--- config.mk ---
export PLATFORM = sky130hd
export DESIGN_NAME = cgm_remap
export DESIGN_NICKNAME = d
export VERILOG_FILES = /design/src/rtl/cgm_pkg.sv /design/src/rtl/cgm_mode_dec.sv /design/src/rtl/cgm_lane.sv /design/src/rtl/cgm_fail_mask.sv /design/src/rtl/cgm_remap.sv
export SDC_FILE = /design/constraint.sdc
export NUM_CORES = 1
export LEC_CHECK = 0
export ABC_AREA = 0
export BUFFER_PORTS_ARGS = -buffer_cell sky130_fd_sc_hd__buf_2
export CORE_UTILIZATION = 50
export CTS_CLUSTER_DIAMETER = 50
export DETAILED_ROUTE_END_ITERATION = 8
export GPL_TIMING_DRIVEN = 0
export HOLD_SLACK_MARGIN = 0.06
export PLACE_DENSITY_LB_ADDON = 0.05
export SKIP_CTS_REPAIR_TIMING = 1
export SYNTH_ARGS = -nofsm -noshare
export SYNTH_HDL_FRONTEND = slang
export SYNTH_HIERARCHICAL = 1
export SYNTH_SLANG_ARGS = --single-unit
--- constraint.sdc ---
create_clock -name clk -period 0.8 [get_ports clk]
set_input_delay 0.04 -clock clk [delete_from_list [all_inputs] [get_ports clk]]
set_output_delay 0.04 -clock clk [all_outputs]
set_load 0.02 [all_outputs]
--- src/rtl/cgm_pkg.sv ---
package cgm_pkg;
    typedef enum logic {
        MODE_NORMAL = 1'b0,
        MODE_CLKGEN = 1'b1
    } cgm_mode_e;
endpackage

--- src/rtl/cgm_mode_dec.sv ---
module cgm_mode_dec
    import cgm_pkg::*;
(
    input  logic      clk,
    input  logic      rst_n,
    input  logic      period_start_i,
    input  logic      clkgen_en_i,
    input  logic      data_valid_i,
    output cgm_mode_e mode_c_o,
    output logic      clk_mode_o,
    output logic      wave_valid_o
);
    typedef struct packed {
        cgm_mode_e mode;
        logic      valid;
    } dec_state_t;

    dec_state_t st_d, st_q;
    cgm_mode_e  mode_c;

    always_comb begin
        mode_c = (period_start_i && clkgen_en_i) ? MODE_CLKGEN : MODE_NORMAL;
        st_d.mode  = mode_c;
        st_d.valid = (mode_c == MODE_CLKGEN) ? 1'b1 : data_valid_i;
    end

    always_ff @(posedge clk or negedge rst_n) begin
        if (!rst_n) begin
            st_q <= '{mode: MODE_NORMAL, valid: 1'b0};
        end else begin
            st_q <= st_d;
        end
    end

    assign mode_c_o     = mode_c;
    assign clk_mode_o   = (st_q.mode == MODE_CLKGEN);
    assign wave_valid_o = st_q.valid;


    mode_follows_inputs_chk: assert property (@(posedge clk) disable iff (!rst_n)
        $past(rst_n) |-> (clk_mode_o == ($past(period_start_i) && $past(clkgen_en_i))));


    valid_forced_in_clk_chk: assert property (@(posedge clk) disable iff (!rst_n)
        clk_mode_o |-> wave_valid_o);
endmodule

--- src/rtl/cgm_lane.sv ---
module cgm_lane
    import cgm_pkg::*;
#(
    parameter int DATA_W = 8
) (
    input  logic              clk,
    input  logic              rst_n,
    input  cgm_mode_e         mode_c_i,
    input  logic              period_start_i,
    input  logic              mask_bit_i,
    input  logic [DATA_W-1:0] pat_data_i,
    input  logic [DATA_W-1:0] shared_delay_i,
    output logic              start_o,
    output logic [DATA_W-1:0] addr_o,
    output logic [DATA_W-1:0] delay_o
);
    localparam logic [DATA_W-1:0] FIXED_ADDR = '0;

    typedef struct packed {
        logic              start;
        logic [DATA_W-1:0] addr;
        logic [DATA_W-1:0] delay;
    } lane_state_t;

    lane_state_t ln_d, ln_q;

    always_comb begin
        ln_d = ln_q;
        unique case (mode_c_i)
            MODE_CLKGEN: begin
                ln_d.start = mask_bit_i;
                ln_d.addr  = FIXED_ADDR;
                ln_d.delay = pat_data_i;
            end
            default: begin
                ln_d.start = period_start_i;
                ln_d.addr  = pat_data_i;
                ln_d.delay = shared_delay_i;
            end
        endcase
    end

    always_ff @(posedge clk or negedge rst_n) begin
        if (!rst_n) begin
            ln_q <= '0;
        end else begin
            ln_q <= ln_d;
        end
    end

    assign start_o = ln_q.start;
    assign addr_o  = ln_q.addr;
    assign delay_o = ln_q.delay;


    clk_start_from_mask_chk: assert property (@(posedge clk) disable iff (!rst_n)
        ($past(rst_n) && $past(mode_c_i) == MODE_CLKGEN) |-> (start_o == $past(mask_bit_i)));


    clk_addr_zero_chk: assert property (@(posedge clk) disable iff (!rst_n)
        ($past(rst_n) && $past(mode_c_i) == MODE_CLKGEN) |-> (addr_o == '0));


    clk_delay_from_data_chk: assert property (@(posedge clk) disable iff (!rst_n)
        ($past(rst_n) && $past(mode_c_i) == MODE_CLKGEN) |-> (delay_o == $past(pat_data_i)));


    norm_delay_shared_chk: assert property (@(posedge clk) disable iff (!rst_n)
        ($past(rst_n) && $past(mode_c_i) == MODE_NORMAL) |-> (delay_o == $past(shared_delay_i)));
endmodule

--- src/rtl/cgm_fail_mask.sv ---
module cgm_fail_mask
    import cgm_pkg::*;
#(
    parameter int NUM_EDGE = 4
) (
    input  logic                clk,
    input  logic                rst_n,
    input  cgm_mode_e           mode_c_i,
    input  logic [NUM_EDGE-1:0] mask_i,
    output logic [NUM_EDGE-1:0] fail_mask_o
);
    logic [NUM_EDGE-1:0] fm_d, fm_q;

    always_comb begin
        fm_d = (mode_c_i == MODE_CLKGEN) ? '0 : mask_i;
    end

    always_ff @(posedge clk or negedge rst_n) begin
        if (!rst_n) begin
            fm_q <= '0;
        end else begin
            fm_q <= fm_d;
        end
    end

    assign fail_mask_o = fm_q;


    clk_no_masking_chk: assert property (@(posedge clk) disable iff (!rst_n)
        ($past(rst_n) && $past(mode_c_i) == MODE_CLKGEN) |-> (fail_mask_o == '0));


    norm_mask_pass_chk: assert property (@(posedge clk) disable iff (!rst_n)
        ($past(rst_n) && $past(mode_c_i) == MODE_NORMAL) |-> (fail_mask_o == $past(mask_i)));
endmodule

--- src/rtl/cgm_remap.sv ---
module cgm_remap
    import cgm_pkg::*;
#(
    parameter int NUM_CH = 4,
    parameter int DATA_W = 8
) (
    input  logic                     clk,
    input  logic                     rst_n,
    input  logic                     period_start_i,
    input  logic                     clkgen_en_i,
    input  logic                     data_valid_i,
    input  logic [NUM_CH-1:0]        mask_i,
    input  logic [NUM_CH*DATA_W-1:0] pat_data_i,
    input  logic [DATA_W-1:0]        shared_delay_i,
    output logic                     clk_mode_o,
    output logic [NUM_CH-1:0]        chan_start_o,
    output logic [NUM_CH*DATA_W-1:0] wave_addr_o,
    output logic                     wave_valid_o,
    output logic [NUM_CH*DATA_W-1:0] delay_o,
    output logic [NUM_CH-1:0]        fail_mask_o
);
    cgm_mode_e mode_c;

    cgm_mode_dec u_dec (
        .clk            (clk),
        .rst_n          (rst_n),
        .period_start_i (period_start_i),
        .clkgen_en_i    (clkgen_en_i),
        .data_valid_i   (data_valid_i),
        .mode_c_o       (mode_c),
        .clk_mode_o     (clk_mode_o),
        .wave_valid_o   (wave_valid_o)
    );

    for (genvar ch = 0; ch < NUM_CH; ch++) begin : g_lane
        cgm_lane #(.DATA_W(DATA_W)) u_lane (
            .clk            (clk),
            .rst_n          (rst_n),
            .mode_c_i       (mode_c),
            .period_start_i (period_start_i),
            .mask_bit_i     (mask_i[ch]),
            .pat_data_i     (pat_data_i[ch*DATA_W +: DATA_W]),
            .shared_delay_i (shared_delay_i),
            .start_o        (chan_start_o[ch]),
            .addr_o         (wave_addr_o[ch*DATA_W +: DATA_W]),
            .delay_o        (delay_o[ch*DATA_W +: DATA_W])
        );
    end

    cgm_fail_mask #(.NUM_EDGE(NUM_CH)) u_mask (
        .clk         (clk),
        .rst_n       (rst_n),
        .mode_c_i    (mode_c),
        .mask_i      (mask_i),
        .fail_mask_o (fail_mask_o)
    );


    norm_start_shared_chk: assert property (@(posedge clk) disable iff (!rst_n)
        ($past(rst_n) && !clk_mode_o) |-> (chan_start_o == {NUM_CH{$past(period_start_i)}}));


    norm_addr_pass_chk: assert property (@(posedge clk) disable iff (!rst_n)
        ($past(rst_n) && !clk_mode_o) |-> (wave_addr_o == $past(pat_data_i)));
endmodule

==> out/results.tsv, run 1 <==
stage	metric	value	unit
floorplan	die_area	0.005721	mm²
finish	layout_common_cells	dfrtp_1, buf_6, buf_2, dlygate4sd3_1, and2b_2	
power_and_ir_drop	share_comb_of_total_power	22.7	%
finish	design_area	0.004661	mm²
power_and_ir_drop	power.density	1808	mW/mm²
power_and_ir_drop	sw_frac_of_total	26.16	%
sta	max_freq	1.084	GHz
power_and_ir_drop	p_int	6.223	mW
detailed_routing	drt-total-wl	7531	µm
worst_setup_path	critPathLaunchType	flip-flop	
finish	final_common_cell	dfrtp_1	
grt	grt_max_degree	75	
power_and_ir_drop	vdd_ir_drop_max	0.001216	V
status	violations	hold timing, setup timing	
finish	diodes	0	
grt	grt_pass1_vias	1674	
power_and_ir_drop	power.share.sequential	49.0	%
sta	slew_headroom	39.57	%
synthesis	avgSynthCellArea	17.38	µm²
floorplan	die_y	75.64	µm
clock_tree	cts_buffer_depth	2	
sta	hold_viol	74	
place	place_ws	-0.3685	ns
worst_setup_path	slowest_delay	0.40	ns
sta	finalCriticalPeriod	0.9225	ns
synthesis	syn_nets	205	
synthesis	synth_cells	156	
finish	area_growth	71.90	%
floorplan	io_pins	123	
synthesis	ys_types	9	
sta	setup_ws	-0.1225	ns
grt	grt.total_usage	20.89	%
clock_tree	numCtsBuffers	9	
worst_setup_path	cp_slowest_cell	dfrtp_1	
sta	tightest_slew	0.9065	ns
worst_setup_path	cp_num_buf_inv	1	
sta	fin_crit_sh	115.3	%
synthesis	ys_ff_latch	74	
detailed_routing	drtIter0Drc	42	
place	detailed_place_hpwl	3724	µm
sta	setup_tns	-6.512	ns
synthesis	ys_warn_count	6	
detailed_routing	drc_errors	0	
worst_setup_path	cpLargestDelayFamily	flip-flops	
worst_setup_path	cp_cell_sequence	buf_6	
grt	grt_pass1_wl	8211	µm
floorplan	start_util	52.42	%
finish	utilization	90.11	%
worst_setup_path	worstSetupPathType	flip-flop to primary output	
status	status	finished with violations	
flow_run	cap_viol_max_count	0	
floorplan	die_w	75.64	µm
clock_tree	cts_root_buf	clkbuf_8	
hold_path	worstHoldPathType	input port to async pin	
worst_setup_path	cp.arrival	0.88	ns
power_and_ir_drop	leakagePower	2.257	nW
clock_tree	path_clk_slew	0.07	ns
power_and_ir_drop	p_total	8.428	mW
synthesis	ys_seq_area_share	68.30	%
finish	fin_nets	396	
place	placed_cell_area	0.003415	mm²
sta	setup_viol	78	
place	place.gp.congestion	0.7474	
detailed_routing	vias	1983	
clock_tree	clock_sinks	74	
worst_setup_path	worstPathMaxFanout	1	
clock_tree	cts_htree_levels	3	
finish	drive_gt1_share	63.51	%
detailed_routing	avgRoutedWirePerCell	18.02	µm
floorplan	rows	26	
sta	holdWs	-0.1633	ns
sta	maxSlewViolCount	0	
worst_setup_path	crit_required	0.76	ns
floorplan	core-area	0.005172	mm²
finish	finalNonFillerCells	418	
grt	globalRouteOverflowTotal	0	
detailed_routing	antenna_left	0	
place	placed_cells	348	
finish	fillers	203	
power_and_ir_drop	pwr-share-clk	28.3	%
clock_tree	cts_tree	done	
place	io_buffers	122	
detailed_routing	viasPerCell	4.744	
worst_setup_path	cp-end-kind	primary output	
grt	antenna_found_initial	0	
sta	rsz0062_at_grt	true	
detailed_routing	dr.pass1.iters	4	
synthesis	synth_area	0.002711	mm²
power_and_ir_drop	switchingPower	2.205	mW
-- state kept, by name, summed over array words and instances (netlist names) --
name                   cells
g_lane.u_lane/addr_o      32
g_lane.u_lane/delay_o     32
g_lane.u_lane/start_o      4
u_dec/clk_mode_o           1
u_dec/wave_valid_o         1
u_mask/fail_mask_o         4
-- power by group through the flow --
| stage | sequential (mW) | clock (mW) | combinational (mW) |
|---|---|---|---|
| after floorplan | 4.49 | 0 | 0.379 |
| after global placement | 4.12 | 0 | 1.27 |
| after detailed placement | 4.13 | 0 | 1.29 |
| after CTS | 4.06 | 2.38 | 1.29 |
| after global routing | 4.15 | 2.56 | 2.03 |
| final | 4.13 | 2.38 | 1.91 |
-- synth_stat cells --
| master | count | area, µm² |
|---|---|---|
| a21o_1 | 1 | 7.510 |
| and2_1 | 1 | 6.260 |
| and2b_2 | 32 | 280.3 |
| buf_6 | 4 | 45.04 |
| buf_8 | 4 | 60.06 |
| dfrtp_1 | 74 | 1852 |
| mux2_2 | 28 | 315.3 |
| mux2_4 | 8 | 120.1 |
| nor2b_1 | 4 | 25.02 |
-- cell type report --
class	count	area (µm²)	area share, %
Buffer	8	120.1	2.577
Clock buffer	11	141.4	3.034
Clock inverter	1	5.005	0.1074
Multi-Input combinational cell	74	757.0	16.24
Sequential cell	74	1852	39.73
Tap cell	70	87.58	1.879
Timing Repair Buffer	180	1698	36.43
-- metal layers --
layer / track usage (%) / routed length [µm] / part of all wire (%)
met1: 25.26 / 2916 / 39
met2: 33.93 / 4018 / 53
met3: 5.556 / 454 / 6.0
met4: 12.14 / 141 / 1.9
met5: 0 / 0 / 0
-- worst paths after layout --
path,from,to,slack [ns],depth (start not counted)
setup / recovery,g_lane[2].u_lane/addr_o[1],wave_addr_o[17],-0.12,1
hold / removal,rst_n,g_lane[0].u_lane/addr_o[6],-0.16,1
max in group asynchronous,rst_n,g_lane[3].u_lane/delay_o[2],0.38,1
min in group clk,period_start_i,u_mask/fail_mask_o[2],0.12,3
-- cells by family after synthesis --
| family | share of synthesized area (%) |
|---|---|
| compound gates | 0.2770 |
| flops | 68.30 |
| simple gates | 11.49 |
| buf+inv | 3.876 |
| mux | 16.06 |
Power figures use the tool's default switching activity.
==> run 2: changes to the inputs <==
- TNS_END_PERCENT: unset -> 50
==> out/results.tsv, run 2 (synthesis results as in run 1) <==
stage	metric	value	unit
grt	grt.busiest_layer	met2	
power_and_ir_drop	vdd_ir_drop_max	0.001163	V
detailed_routing	drt-total-wl	6657	µm
clock_tree	cts_buffer_depth	2	
hold_path	worstHoldPathType	input port to async pin	
floorplan	die_w	75.64	µm
power_and_ir_drop	power.share.sequential	50.5	%
grt	globalRouteOverflowTotal	0	
clock_tree	cts_htree_levels	3	
flow_run	cap_viol_max_count	0	
worst_setup_path	worstPathMaxFanout	1	
worst_setup_path	worstSetupPathType	flip-flop to primary output	
worst_setup_path	cp.arrival	0.87	ns
finish	diodes	0	
worst_setup_path	critPathLaunchType	flip-flop	
sta	rsz0062_at_grt	true	
finish	finalNonFillerCells	408	
sta	setup_ws	-0.1053	ns
grt	grt_max_degree	75	
status	status	finished with violations	
power_and_ir_drop	pwr-share-clk	28.9	%
grt	grtUsageMet2	33.93	%
floorplan	die_area	0.005721	mm²
floorplan	start_util	52.42	%
finish	area_growth	59.67	%
sta	holdWs	-0.1742	ns
floorplan	rows	26	
power_and_ir_drop	switchingPower	2.099	mW
worst_setup_path	cpLargestDelayFamily	flip-flops	
sta	max_freq	1.105	GHz
worst_setup_path	cp_slowest_cell	dfrtp_1	
detailed_routing	viasPerCell	4.603	
detailed_routing	vias	1878	
worst_setup_path	cp-end-kind	primary output	
finish	layout_common_cells	buf_2, dfrtp_1, buf_6, dlygate4sd3_1, and2b_2	
clock_tree	cts_tree	done	
power_and_ir_drop	share_comb_of_total_power	20.6	%
clock_tree	numCtsBuffers	9	
power_and_ir_drop	power.density	1878	mW/mm²
detailed_routing	drc_errors	0	
grt	gr-usage-met1	25.26	%
finish	final_common_cell	buf_2	
place	place_ws	-0.3685	ns
floorplan	io_pins	123	
clock_tree	path_clk_slew	0.07	ns
detailed_routing	avgRoutedWirePerCell	16.32	µm
grt	grt_pass1_wl	8211	µm
detailed_routing	dr.pass1.iters	4	
power_and_ir_drop	p_int	6.030	mW
worst_setup_path	cp_num_buf_inv	1	
finish	fin_nets	386	
status	violations	hold timing, setup timing	
grt	grt_pass1_vias	1674	
place	io_buffers	122	
place	placed_cells	348	
clock_tree	cts_root_buf	clkbuf_8	
sta	tightest_slew	0.9013	ns
detailed_routing	antenna_left	0	
sta	maxSlewViolCount	0	
floorplan	die_y	75.64	µm
grt	antenna_found_initial	0	
worst_setup_path	slowest_delay	0.40	ns
sta	slew_headroom	39.91	%
place	place.gp.congestion	0.7474	
floorplan	core-area	0.005172	mm²
clock_tree	clock_sinks	74	
sta	finalCriticalPeriod	0.9053	ns
sta	setup_viol	78	
worst_setup_path	crit_required	0.76	ns
detailed_routing	drtIter0Drc	32	
grt	grtUsageMet3	5.556	%
place	detailed_place_hpwl	3724	µm
finish	drive_gt1_share	62.13	%
sta	fin_crit_sh	113.2	%
sta	hold_viol	74	
grt	grt.total_usage	20.89	%
power_and_ir_drop	leakagePower	2.127	nW
worst_setup_path	cp_cell_sequence	buf_6	
power_and_ir_drop	sw_frac_of_total	25.82	%
-- run 2: worst max-delay path by stage --
stage | end | depth (start not counted) | from
floorplan | g_lane[0].u_lane/delay_o[6] | 4 | period_start_i
global placement | g_lane[2].u_lane/start_o | 1 | rst_n
detailed placement | g_lane[2].u_lane/delay_o[7] | 5 | period_start_i
CTS | wave_addr_o[17] | 1 | g_lane[2].u_lane/addr_o[1]
global route | wave_addr_o[11] | 1 | g_lane[1].u_lane/addr_o[3]
finish | wave_addr_o[17] | 1 | g_lane[2].u_lane/addr_o[1]
-- run 2: power groups by stage --
stage               logic, mW  clock network (mW)  registers [mW]
finish                   1.67                2.35            4.10
global route             1.80                2.54            4.13
CTS                      1.29                2.38            4.06
detailed placement       1.29                   0            4.13
global placement         1.27                   0            4.12
floorplan               0.379                   0            4.49
-- run 2: metrics by stage --
step,power (mW),util [%],area (µm²),setup TNS [ns]
floorplan,4.865,-,2714,-0.7722
global placement,5.394,65.97,3412,-68.51
detailed placement,5.417,66.01,3415,-19.03
CTS,7.733,68.84,3561,-7.388
global route,8.465,83.70,4329,-8.556
finish,8.129,83.70,4329,-6.233
-- run 2: layout make-up --
| cell class | count | area, µm² |
|---|---|---|
| plain buffers | 8 | 105.1 |
| clock buffers | 11 | 141.4 |
| clock inverters | 1 | 5.005 |
| fillers | 265 | 843.3 |
| multi-input cells | 74 | 757.0 |
| flip-flops and latches | 74 | 1852 |
| well taps | 70 | 87.58 |
| repair buffers | 170 | 1381 |
-- run 2: metal layers --
metal / share of wire (%) / up-vias
met2: 53 / 95
met5: 0 / -
met1: 38 / 897
met3: 6.4 / 20
li1: - / 866
met4: 2.8 / 0
